## src/rtl/muxbus_pkg.sv

```systemverilog
package muxbus_pkg;
  localparam int BUS_W   = 32;
  localparam int LANES   = BUS_W / 8;
  localparam int PART_W  = 4;
  localparam int BLOCK_B = 1 << PART_W;

  typedef enum logic [1:0] {
    PW_8   = 2'd0,
    PW_16  = 2'd1,
    PW_32  = 2'd2,
    PW_BAD = 2'd3
  } port_w_e;

  typedef enum logic [1:0] {
    PH_IDLE = 2'd0,
    PH_ADDR = 2'd1,
    PH_DATA = 2'd2
  } phase_e;
endpackage

```

## src/rtl/muxbus_req_check.sv

```systemverilog
module muxbus_req_check
  import muxbus_pkg::*;
#(
  parameter int CNT_W = 2
) (
  input  port_w_e             width,
  input  logic [PART_W-1:0]   start,
  input  logic [CNT_W-1:0]    size,
  output logic                ok
);
  localparam int SPAN_W = PART_W + 3;

  logic [PART_W-1:0] aligned;
  logic [SPAN_W-1:0] span;
  logic [SPAN_W-1:0] stop;

  always_comb begin
    case (width)
      PW_16:   aligned = {start[PART_W-1:1], 1'b0};
      PW_32:   aligned = {start[PART_W-1:2], 2'b00};
      default: aligned = start;
    endcase
    span = (SPAN_W'(size) + SPAN_W'(1)) << width;
    stop = SPAN_W'(aligned) + span;
    ok   = (width != PW_BAD) && (stop <= SPAN_W'(BLOCK_B));
  end
endmodule

```

## src/rtl/muxbus_lanes.sv

```systemverilog
module muxbus_lanes
  import muxbus_pkg::*;
(
  input  port_w_e             width,
  input  logic [1:0]          sel,
  input  logic [BUS_W-1:0]    wword,
  input  logic [BUS_W-1:0]    rbus,
  output logic [BUS_W-1:0]    wbus,
  output logic [BUS_W-1:0]    rword
);
  for (genvar i = 0; i < LANES; i++) begin : g_lane
    logic       w_en;
    logic [7:0] w_src;
    logic [1:0] r_idx;
    logic       r_en;

    always_comb begin
      case (width)
        PW_32: begin
          w_en  = 1'b1;
          w_src = wword[8*i +: 8];
          r_en  = 1'b1;
          r_idx = 2'(i);
        end
        PW_16: begin
          w_en  = ((i / 2) == int'(sel[1]));
          w_src = wword[8*(i % 2) +: 8];
          r_en  = (i < 2);
          r_idx = {sel[1], 1'(i % 2)};
        end
        PW_8: begin
          w_en  = (i == int'(sel));
          w_src = wword[7:0];
          r_en  = (i == 0);
          r_idx = sel;
        end
        default: begin
          w_en  = 1'b0;
          w_src = 8'h00;
          r_en  = 1'b0;
          r_idx = 2'd0;
        end
      endcase
    end

    assign wbus[8*i +: 8]  = w_en ? w_src : 8'h00;
    assign rword[8*i +: 8] = r_en ? rbus[8*r_idx +: 8] : 8'h00;
  end
endmodule

```

## src/rtl/muxbus_seq.sv

```systemverilog
module muxbus_seq
  import muxbus_pkg::*;
#(
  parameter int CNT_W = 2
) (
  input  logic                clk,
  input  logic                rst_n,
  input  logic                start,
  input  logic [PART_W-1:0]   start_part,
  input  port_w_e             width,
  input  logic [CNT_W-1:0]    size,
  input  logic                rdy_n,
  output phase_e              phase,
  output logic [CNT_W-1:0]    beat,
  output logic [CNT_W-1:0]    size_q,
  output logic [PART_W-1:0]   part,
  output logic                last_done
);
  logic [PART_W-1:0] step_q;
  logic [PART_W-1:0] aligned;

  always_comb begin
    case (width)
      PW_16:   aligned = {start_part[PART_W-1:1], 1'b0};
      PW_32:   aligned = {start_part[PART_W-1:2], 2'b00};
      default: aligned = start_part;
    endcase
  end

  assign last_done = (phase == PH_DATA) && !rdy_n && (beat == size_q);

  always_ff @(posedge clk or negedge rst_n) begin
    if (!rst_n) begin
      phase  <= PH_IDLE;
      beat   <= '0;
      size_q <= '0;
      part   <= '0;
      step_q <= '0;
    end else begin
      case (phase)
        PH_IDLE: if (start) begin
          phase  <= PH_ADDR;
          beat   <= '0;
          size_q <= size;
          part   <= aligned;
          step_q <= PART_W'(1) << width;
        end
        PH_ADDR: phase <= PH_DATA;
        PH_DATA: if (!rdy_n) begin
          if (beat == size_q) begin
            phase <= PH_IDLE;
          end else begin
            beat <= beat + 1'b1;
            part <= part + step_q;
          end
        end
        default: phase <= PH_IDLE;
      endcase
    end
  end

  a_r4_hold_on_wait: assert property (@(posedge clk) disable iff (!rst_n)
    (phase == PH_DATA && rdy_n) |=> $stable(part));

  a_r4_step_on_ready: assert property (@(posedge clk) disable iff (!rst_n)
    (phase == PH_DATA && !rdy_n && beat != size_q) |=> (part == $past(part) + step_q));

  a_r7_beat_bound: assert property (@(posedge clk) disable iff (!rst_n)
    (phase == PH_DATA) |-> (beat <= size_q));
endmodule

```

## src/rtl/muxbus_master.sv

```systemverilog
module muxbus_master
  import muxbus_pkg::*;
#(
  parameter int MAX_BEATS = 4
) (
  input  logic                      clk,
  input  logic                      rst_n,
  input  logic                      req_valid,
  output logic                      req_ready,
  input  logic [BUS_W-1:0]          req_addr,
  input  logic                      req_write,
  input  logic [1:0]                req_width,
  input  logic [1:0]                req_size,
  input  logic [MAX_BEATS*BUS_W-1:0] req_wdata,
  output logic                      req_err,
  output logic [BUS_W-1:0]          ad_out,
  output logic                      ad_oe,
  input  logic [BUS_W-1:0]          ad_in,
  output logic                      ale,
  output logic                      ale_n,
  output logic                      ads_n,
  output logic [1:0]                a_hi,
  output logic [1:0]                be_lo,
  input  logic                      rdy_n,
  output logic                      rd_valid,
  output logic [BUS_W-1:0]          rd_data,
  output logic [1:0]                rd_beat
);
  localparam int CNT_W = $clog2(MAX_BEATS);

  phase_e                    phase;
  logic [CNT_W-1:0]          beat;
  logic [CNT_W-1:0]          size_q;
  logic [PART_W-1:0]         part;
  logic                      last_done;
  logic                      req_ok;
  logic                      accept;
  logic                      start;
  port_w_e                   req_w_e;
  port_w_e                   width_q;
  logic [BUS_W-1:0]          addr_q;
  logic                      write_q;
  logic [MAX_BEATS*BUS_W-1:0] wdata_q;
  logic [BUS_W-1:0]          wword;
  logic [BUS_W-1:0]          wbus;
  logic [BUS_W-1:0]          rword;
  logic [BUS_W-3:0]          hold_hi;
  logic [1:0]                hold_size;
  logic                      beat_done;

  assign req_w_e   = port_w_e'(req_width);
  assign req_ready = (phase == PH_IDLE);
  assign accept    = req_valid && req_ready;
  assign start     = accept && req_ok;
  assign beat_done = (phase == PH_DATA) && !rdy_n;
  assign wword     = wdata_q[beat*BUS_W +: BUS_W];

  muxbus_req_check #(.CNT_W(CNT_W)) u_check (
    .width (req_w_e),
    .start (req_addr[PART_W-1:0]),
    .size  (CNT_W'(req_size)),
    .ok    (req_ok)
  );

  muxbus_seq #(.CNT_W(CNT_W)) u_seq (
    .clk        (clk),
    .rst_n      (rst_n),
    .start      (start),
    .start_part (req_addr[PART_W-1:0]),
    .width      (req_w_e),
    .size       (CNT_W'(req_size)),
    .rdy_n      (rdy_n),
    .phase      (phase),
    .beat       (beat),
    .size_q     (size_q),
    .part       (part),
    .last_done  (last_done)
  );

  muxbus_lanes u_lanes (
    .width (width_q),
    .sel   (part[1:0]),
    .wword (wword),
    .rbus  (ad_in),
    .wbus  (wbus),
    .rword (rword)
  );

  always_ff @(posedge clk or negedge rst_n) begin
    if (!rst_n) begin
      addr_q    <= '0;
      write_q   <= 1'b0;
      width_q   <= PW_32;
      wdata_q   <= '0;
      req_err   <= 1'b0;
      hold_hi   <= '0;
      hold_size <= '0;
      rd_valid  <= 1'b0;
      rd_data   <= '0;
      rd_beat   <= '0;
    end else begin
      req_err  <= accept && !req_ok;
      rd_valid <= beat_done && !write_q;
      if (start) begin
        addr_q  <= req_addr;
        write_q <= req_write;
        width_q <= req_w_e;
        wdata_q <= req_wdata;
      end
      if (beat_done && !write_q) begin
        rd_data <= rword;
        rd_beat <= 2'(beat);
      end
      if (last_done) begin
        hold_hi   <= write_q ? wbus[BUS_W-1:2]
                             : {addr_q[BUS_W-1:PART_W], part[PART_W-1:2]};
        hold_size <= 2'(size_q);
      end
    end
  end

  always_comb begin
    case (phase)
      PH_ADDR: ad_out = {addr_q[BUS_W-1:2], 2'(size_q)};
      PH_DATA: ad_out = write_q ? wbus
                                : {addr_q[BUS_W-1:PART_W], part[PART_W-1:2], 2'(size_q)};
      default: ad_out = {hold_hi, hold_size};
    endcase
    case (width_q)
      PW_8:    be_lo = part[1:0];
      PW_16:   be_lo = {part[1], 1'b0};
      default: be_lo = 2'b00;
    endcase
  end

  assign ad_oe = !((phase == PH_DATA) && !write_q);
  assign ale   = (phase == PH_ADDR);
  assign ale_n = !ale;
  assign ads_n = (phase != PH_ADDR);
  assign a_hi  = part[PART_W-1:2];

  a_r2_ale_single: assert property (@(posedge clk) disable iff (!rst_n)
    ale |=> !ale);

  a_r2_strobe_pair: assert property (@(posedge clk) disable iff (!rst_n)
    ale |-> (!ads_n && !ale_n));

  a_r9_err_no_cycle: assert property (@(posedge clk) disable iff (!rst_n)
    req_err |-> (!ale && ads_n && req_ready));

  a_r7_last_then_idle: assert property (@(posedge clk) disable iff (!rst_n)
    (rd_valid && rd_beat == 2'(size_q)) |-> req_ready);

  a_r6_read_released: assert property (@(posedge clk) disable iff (!rst_n)
    rd_valid |-> ($past(!ad_oe)));
endmodule

```

## config.mk

```make
export PLATFORM = sky130hd
export DESIGN_NAME = muxbus_master
export DESIGN_NICKNAME = d
export VERILOG_FILES = /design/src/rtl/muxbus_pkg.sv /design/src/rtl/muxbus_req_check.sv /design/src/rtl/muxbus_lanes.sv /design/src/rtl/muxbus_seq.sv /design/src/rtl/muxbus_master.sv
export SDC_FILE = /design/constraint.sdc
export NUM_CORES = 1
export LEC_CHECK = 0
export ABC_AREA = 1
export BUFFER_PORTS_ARGS = -buffer_cell sky130_fd_sc_hd__buf_2
export CAP_MARGIN = 20
export CELL_PAD_IN_SITES_DETAIL_PLACEMENT = 0
export CELL_PAD_IN_SITES_GLOBAL_PLACEMENT = 1
export CORE_UTILIZATION = 44
export CTS_BUF_LIST = sky130_fd_sc_hd__clkbuf_8
export DETAILED_ROUTE_END_ITERATION = 16
export GPL_ROUTABILITY_DRIVEN = 0
export PLACE_DENSITY_LB_ADDON = 0.2
export SLEW_MARGIN = 20
export SYNTH_ARGS = -nofsm -noshare
export SYNTH_HDL_FRONTEND = slang
export SYNTH_SLANG_ARGS = --single-unit
```

## constraint.sdc

```tcl
create_clock -name clk -period 3.96 [get_ports clk]
set_clock_uncertainty 0.05 [all_clocks]
set_input_delay 0.396 -clock clk [delete_from_list [all_inputs] [get_ports clk]]
set_output_delay 0.396 -clock clk [all_outputs]
set_load 0.01 [all_outputs]
```

Yosys cells after proc, flatten, opt, wreduce, memory -nomap -nowiden:

Cells that the tools add are included.
W data, S select, Z words.

* shifts and indexed selects: 7
* muxes and demuxes: 39
* reduce and logical (&&, ||, !) cells: 23
* add/sub/neg operators: 4
* equal/unequal tests: 16
* bitwise gates (word level): 1
* $lt $le $gt $ge: 1

Operators with widths (count)
* $shiftx A128 B8 Y32: 1
* $shiftx A32 B6 Y8: 4
* $mux W8: 9
* $pmux W32 S2: 1
* $mux W32: 1
* $pmux W8 S2: 2
* $mux W30: 1
* $pmux W2 S3: 4
* $pmux W8 S3: 1
* $mux W2: 6
* $mux W4: 3
* $pmux W1 S3: 4
* $pmux W2 S2: 3
* $logic_and A1 B1 Y1: 8
* $pmux W4 S2: 1
* $add A4 B7 Y7: 1
* $le A7 B5 Y1 const B: 1
* $shl A7 B2 Y7: 1
* $eq A2 B1 Y1 const B: 3
* $eq A2 B2 Y1 const B: 3
* $logic_not A2 Y1: 3
* $ne A2 B1 Y1 const B: 3
* $ne A2 B2 Y1 const B: 3
* $logic_not A1 Y1: 5
* 15 further kinds: 19

* output and inout bits: 77
* word-level logic and storage cells: 106
* flip-flop bits (word level): 245

Depth between registers and ports, before layout:

* word-level depth: 8
* mapped depth: 23

Modules after synthesis:

From an unflattened synthesis, not the netlist that was laid out.

* cell total of the unflattened synthesis: 2013
* area total of the unflattened synthesis: 13849.5 sq um

By module, submodules not included
* muxbus_master: instances 1, sequential area each 5731.7 sq um, area each 10801.6 sq um, cells an instance 1437
* muxbus_lanes: instances 1, sequential area each 0.0 sq um, area each 1752.9 sq um, cells an instance 400
* muxbus_seq: instances 1, sequential area each 350.3 sq um, area each 892.1 sq um, cells an instance 108
* muxbus_req_check: instances 1, sequential area each 0.0 sq um, area each 402.9 sq um, cells an instance 68

Least setup slack after synthesis:

Ideal clock, no wire load.

* kind: in2reg
* start point: in req_width[1]
* end point: reg u_seq.beat[0]
* slack: 1.041 ns
* setup time: 0.117 ns
* cell stages on the path: 17
* data arrival time: 2.751 ns
* path buffers: 1
* path through: inv_1 ha_1 a21boi_0 fa_1 nor2_1 nand2_1 nor2_1 nand3_1 nand2_1 nand2_1 inv_2 nand3_1 buf_4 nand2_2 nand3_1 nand2_1 nand2_1

* cells in the longest elaborated chain, start to end: 8
* elaborated cells between the ends (all ways): 11
* classes of those cells: 1 x add/sub; 1 x order compare; 4 x eq/ne; 1 x shift; 1 x mux; 3 x reduce/logical

RTL lines
* start, declared: line muxbus_master.sv:12 `input logic [1:0] req_width,`
* $eq A2 B2 Y1 or $eq A2 B1 Y1 (tied branches): line muxbus_req_check.sv:18 `case (width)`
* $pmux W2 S2: line muxbus_req_check.sv:18
* $add A4 B7 Y7: line muxbus_req_check.sv:24 `stop = SPAN_W'(aligned) + span;`
* $le A7 B5 Y1: line muxbus_req_check.sv:25 `ok = (width != PW_BAD) && (stop <= SPAN_W'(BLOCK_B));`
* $logic_and A1 B1 Y1 (*): line muxbus_req_check.sv:25
* $logic_and A1 B1 Y1 (*): line muxbus_master.sv:54 `assign start = accept && req_ok;`
* $ne A2 B1 Y1 (no source line) (*)
* $reduce_and A4 Y1 (no source line) (*)
* end signal, assigned: line muxbus_seq.sv:53 `beat <= beat + 1'b1;`
* end, declared: line muxbus_seq.sv:14 `output logic [CNT_W-1:0] beat,`

Mark *: on every way between the ends. The rest lies on a longest branch, timed or not.
A chain may end at the register's enable or synchronous reset.

Worst setup path after layout:

* start point: reg width_q[0]
* end point: out ad_out[24]

* cells in the longest elaborated chain, start to end: 5
* elaborated cells between the ends (all ways): 8
* classes of those cells: 2 x eq/ne; 5 x mux; 1 x reduce/logical

RTL lines
* start, declared: line muxbus_master.sv:40 `port_w_e width_q;`
* start signal, assigned: line muxbus_master.sv:107 `width_q <= req_w_e;`
* $eq A2 B1 Y1, or another cell as far along: line muxbus_lanes.sv:18 `case (width)`
* $pmux W8 S3 or $pmux W1 S3 (tied branches): line muxbus_lanes.sv:18
* $mux W8 (*): line muxbus_lanes.sv:46 `assign wbus[8*i +: 8] = w_en ? w_src : 8'h00;`
* $mux W32 (*): line muxbus_master.sv:125 `PH_DATA: ad_out = write_q ? wbus`
* $pmux W32 S2 (*): line muxbus_master.sv:123 `case (phase)`
* end, declared: line muxbus_master.sv:16 `output logic [BUS_W-1:0] ad_out,`

Marked as above.

==> flow_metrics.tcl <==
set metrics [dict create \
    final_area_mm2 0.0167 \
    synth_xor_area_share_pct 0.340 \
    crit_path_frequent_cell "nand2_1" \
    start_util_pct 44.8 \
    ant_nets 0 \
    rrSetupSlack_ns 0.92 \
    max_stage_delay_ns 0.47 \
    clkTransAtPathRegs_ns 0.06 \
    min_from "req_wdata[99]" \
    netlist.top_cell.by_area "dfrtp_1" \
    r2r-start "width_q[0]" \
    synthSimpleGateAreaFrac_pct 29.9 \
    overflow 0 \
    status "complete, no violations" \
    path_class "flip-flop to output pin" \
    crit_family "simple AND/OR/NAND/NOR gates" \
    fin_setup_tns_ns 0 \
    hold_violations 0 \
    antenna_found_initial 0 \
    synthCells 1742 \
    path_buf_inv 2 \
    hold_path.class "input pin to flip-flop" \
    final_cells 2542 \
    cts_tree "yes" \
    synthTopCellsByArea "dfrtp_1 (47%), nand2_1 (24%), o21ai_0 (5.7%), inv_1 (2.8%), buf_6 (2.5%)" \
    n_antenna_cell 0 \
    wl_mm 42.9 \
    avgViaCountPerCell 5.13 \
    syn-num-nets 1965 \
    post_cts_buffers 0 \
    syn_avg_cell_area_um2 7.40 \
    insertion_delay_ns 0.58 \
    dieWidth_um 173 \
    cp-end-kind "output pin" \
    utilization_pct 57.9 \
    ys_types 34 \
    seq_area_frac_synth_pct 47.2 \
    ioPinCount 278 \
    place_hpwl_mm 28.5 \
    grt_start_max_net_pins 119 \
    drive_above_1_share_pct 17.5 \
    fin_nets 2356 \
    critPathRequiredTime_ns 3.51 \
    drt_iter0_markers 1130 \
    min_period_over_period_pct 90.4 \
    dr.pass1.iters 5 \
    grt_pass1_wl_mm 68.1 \
    cts-root-buf "clkbuf_8" \
    hold-path-cell-count 3 \
    min_period_ns 3.58 \
    pre_cts_ws_ns 0.488 \
    finalSetupViolCount 0 \
    relSlewSlack_pct 35.0 \
    cts_inserted_buffers 44 \
    power_density_mw_per_mm2 722 \
    path_max_fanout 11 \
    drcViolationCount 0 \
    port_buffers 277 \
    coreArea_mm2 0.0288 \
    post-place-cells 2328 \
    synth_compound_area_share_pct 12.2 \
    grt_use_total_pct 28.7 \
    htree_levels 2 \
    synthAdderAreaFrac_pct 2.25 \
    worstMarginPinSlew_ns 0.974 \
    vias 13000 \
    wire_per_inst_um 16.9 \
    rsz0062_at_grt "no" \
    fill_cells 2717 \
    r2r-end "rd_data[14]" \
    yosys_warnings 0 \
    cp-start-kind "flip-flop" \
    synth_mux_area_share_pct 0.0776 \
    syn_to_final_growth_pct 29.3 \
    max-cap-violations 0 \
    vdd_drop_max_mv 0.317 \
    worstPathCellList "inv_1, ha_1, nand2_1, nand2_1, nand2_1, nor2_1, nand2_1, nand2_1, nand2_1, a22oi_1, buf_2" \
    post_dp_cell_area_mm2 0.0144 \
    reg2regPathDepth 9 \
    ys_ff_latch 243 \
    crit_slowest_cell "dfrtp_1" \
    setup_ws_ns 0.380 \
    synth_top_area_share_pct 47.0 \
    rows 62 \
    syn_area_mm2 0.0129 \
    p_leak_uw 0.00885 \
    synth_top_family_by_area "simple AND/OR/NAND/NOR gates" \
    clock-sinks 243 \
    die-area_mm2 0.0300 \
    min_to "wdata_q[99]" \
    fmax_mhz 279 \
    cp.arrival_ns 3.13 \
    clock_path_buffers 3 \
    timing.final.max_slew_violations 0 \
    die_y_um 173 \
    first_global_vias 12800 \
]
==> worst register-to-register path, stage by stage, from the launching register on <==
cell and delay [ns]:
dfrtp_1 0.47, inv_1 0.12, ha_1 0.41, nor2_1 0.23, nor2_2 0.50, inv_2 0.23, nor2_2 0.47, inv_2 0.18
nor2_1 0.15, o31ai_1 0.07
==> synthesized netlist by cell type, drive strengths merged <==
master	instances
clkbuf	41
dfstp	1
ha	20
a22oi	32
buf	59
nand3	65
fa	2
mux2i	1
clkinv	3
a21oi	48
a21boi	1
o31ai	7
o22ai	18
xnor2	4
inv	104
dfrtp	242
nand2	828
a32o	16
nand4	9
nor3	3
xor2	1
o21ai	150
nor2	87
==> stage by stage <==
step	hold WS, ns	total power [uW]
floorplan	0.0504	7750
detailed placement	0.410	9670
global route	0.00239	13000
CTS	0.000244	12000
global placement	0.407	9570
finish	0.0223	12000
==> layout by cell type, fill, tap and decap left out, drive strengths merged, types with 48 or more instances in the layout <==
cell / instances
nor2: 87
o21ai: 150
inv: 120
clkbuf: 52
a21oi: 48
dfrtp: 242
buf: 302
nand2: 828
dlygate4sd3: 143
nand3: 65
==> state kept, by name (all words and copies together) (netlist names) <==
signal,flops
hold_hi,30
rd_data,32
wdata_q,128
rd_valid,1
hold_size,2
width_q,2
u_seq.part,4
u_seq.step_q,4
req_err,1
addr_q,30
u_seq.beat,2
u_seq.size_q,2
rd_beat,2
u_seq.phase,2
write_q,1
==> cell families after synthesis <==
family                   count (synthesis)
adder cells (fa/ha/maj)                 22
buffers and inverters                  207
multiplexers                             1
flip-flops                             243
AND/OR/NAND/NOR                        992
AO/OA/AOI/OAI                          272
XOR/XNOR                                 5
==> power by group <==
group          switching (uW)  total (uW)  internal [uW]
Combinational            3610        5550           1940
Clock                    1040        2230           1180
Sequential                649        4260           3610
==> worst max path at each step <==
stage / startpoint / to / slack [ns] / cells after the start
2_1_floorplan: req_width[1] / u_seq.beat[0] / 1.04 / 17
4_1_cts: width_q[0] / ad_out[24] / 0.36 / 11
3_5_place_dp: req_width[1] / wdata_q[51] / 0.49 / 15
5_1_grt: width_q[0] / ad_out[24] / 0.06 / 11
6_report: width_q[0] / ad_out[24] / 0.38 / 11
3_3_place_gp: req_width[1] / wdata_q[50] / 0.56 / 15
==> what timing repair did <==
item | CTS | global route
hold buffers | 142 | 1
hold endpoints to repair | 255 | 1
resized for setup | 0 | 0
==> layout make-up <==
type / instances / area (um2) / share of cell area [%]
clock buffer: 52 / 716 / 4.29
tap: 384 / 480 / 2.88
sequential: 243 / 6080 / 36.5
multi-input combinational: 1292 / 5790 / 34.7
clock inverter: 19 / 88.8 / 0.533
inverter: 107 / 405 / 2.43
timing repair buffer: 445 / 3100 / 18.6
==> routing by layer <==
layer	share of wire, %	vias up	GRT usage, %
met3	6.6	82	4.64
met1	44	6171	39.1
met4	3.0	0	10.1
met5	0	-	0
li1	-	6316	-
met2	46	465	46.5
No activity file was read; power rests on OpenSTA's default activity.
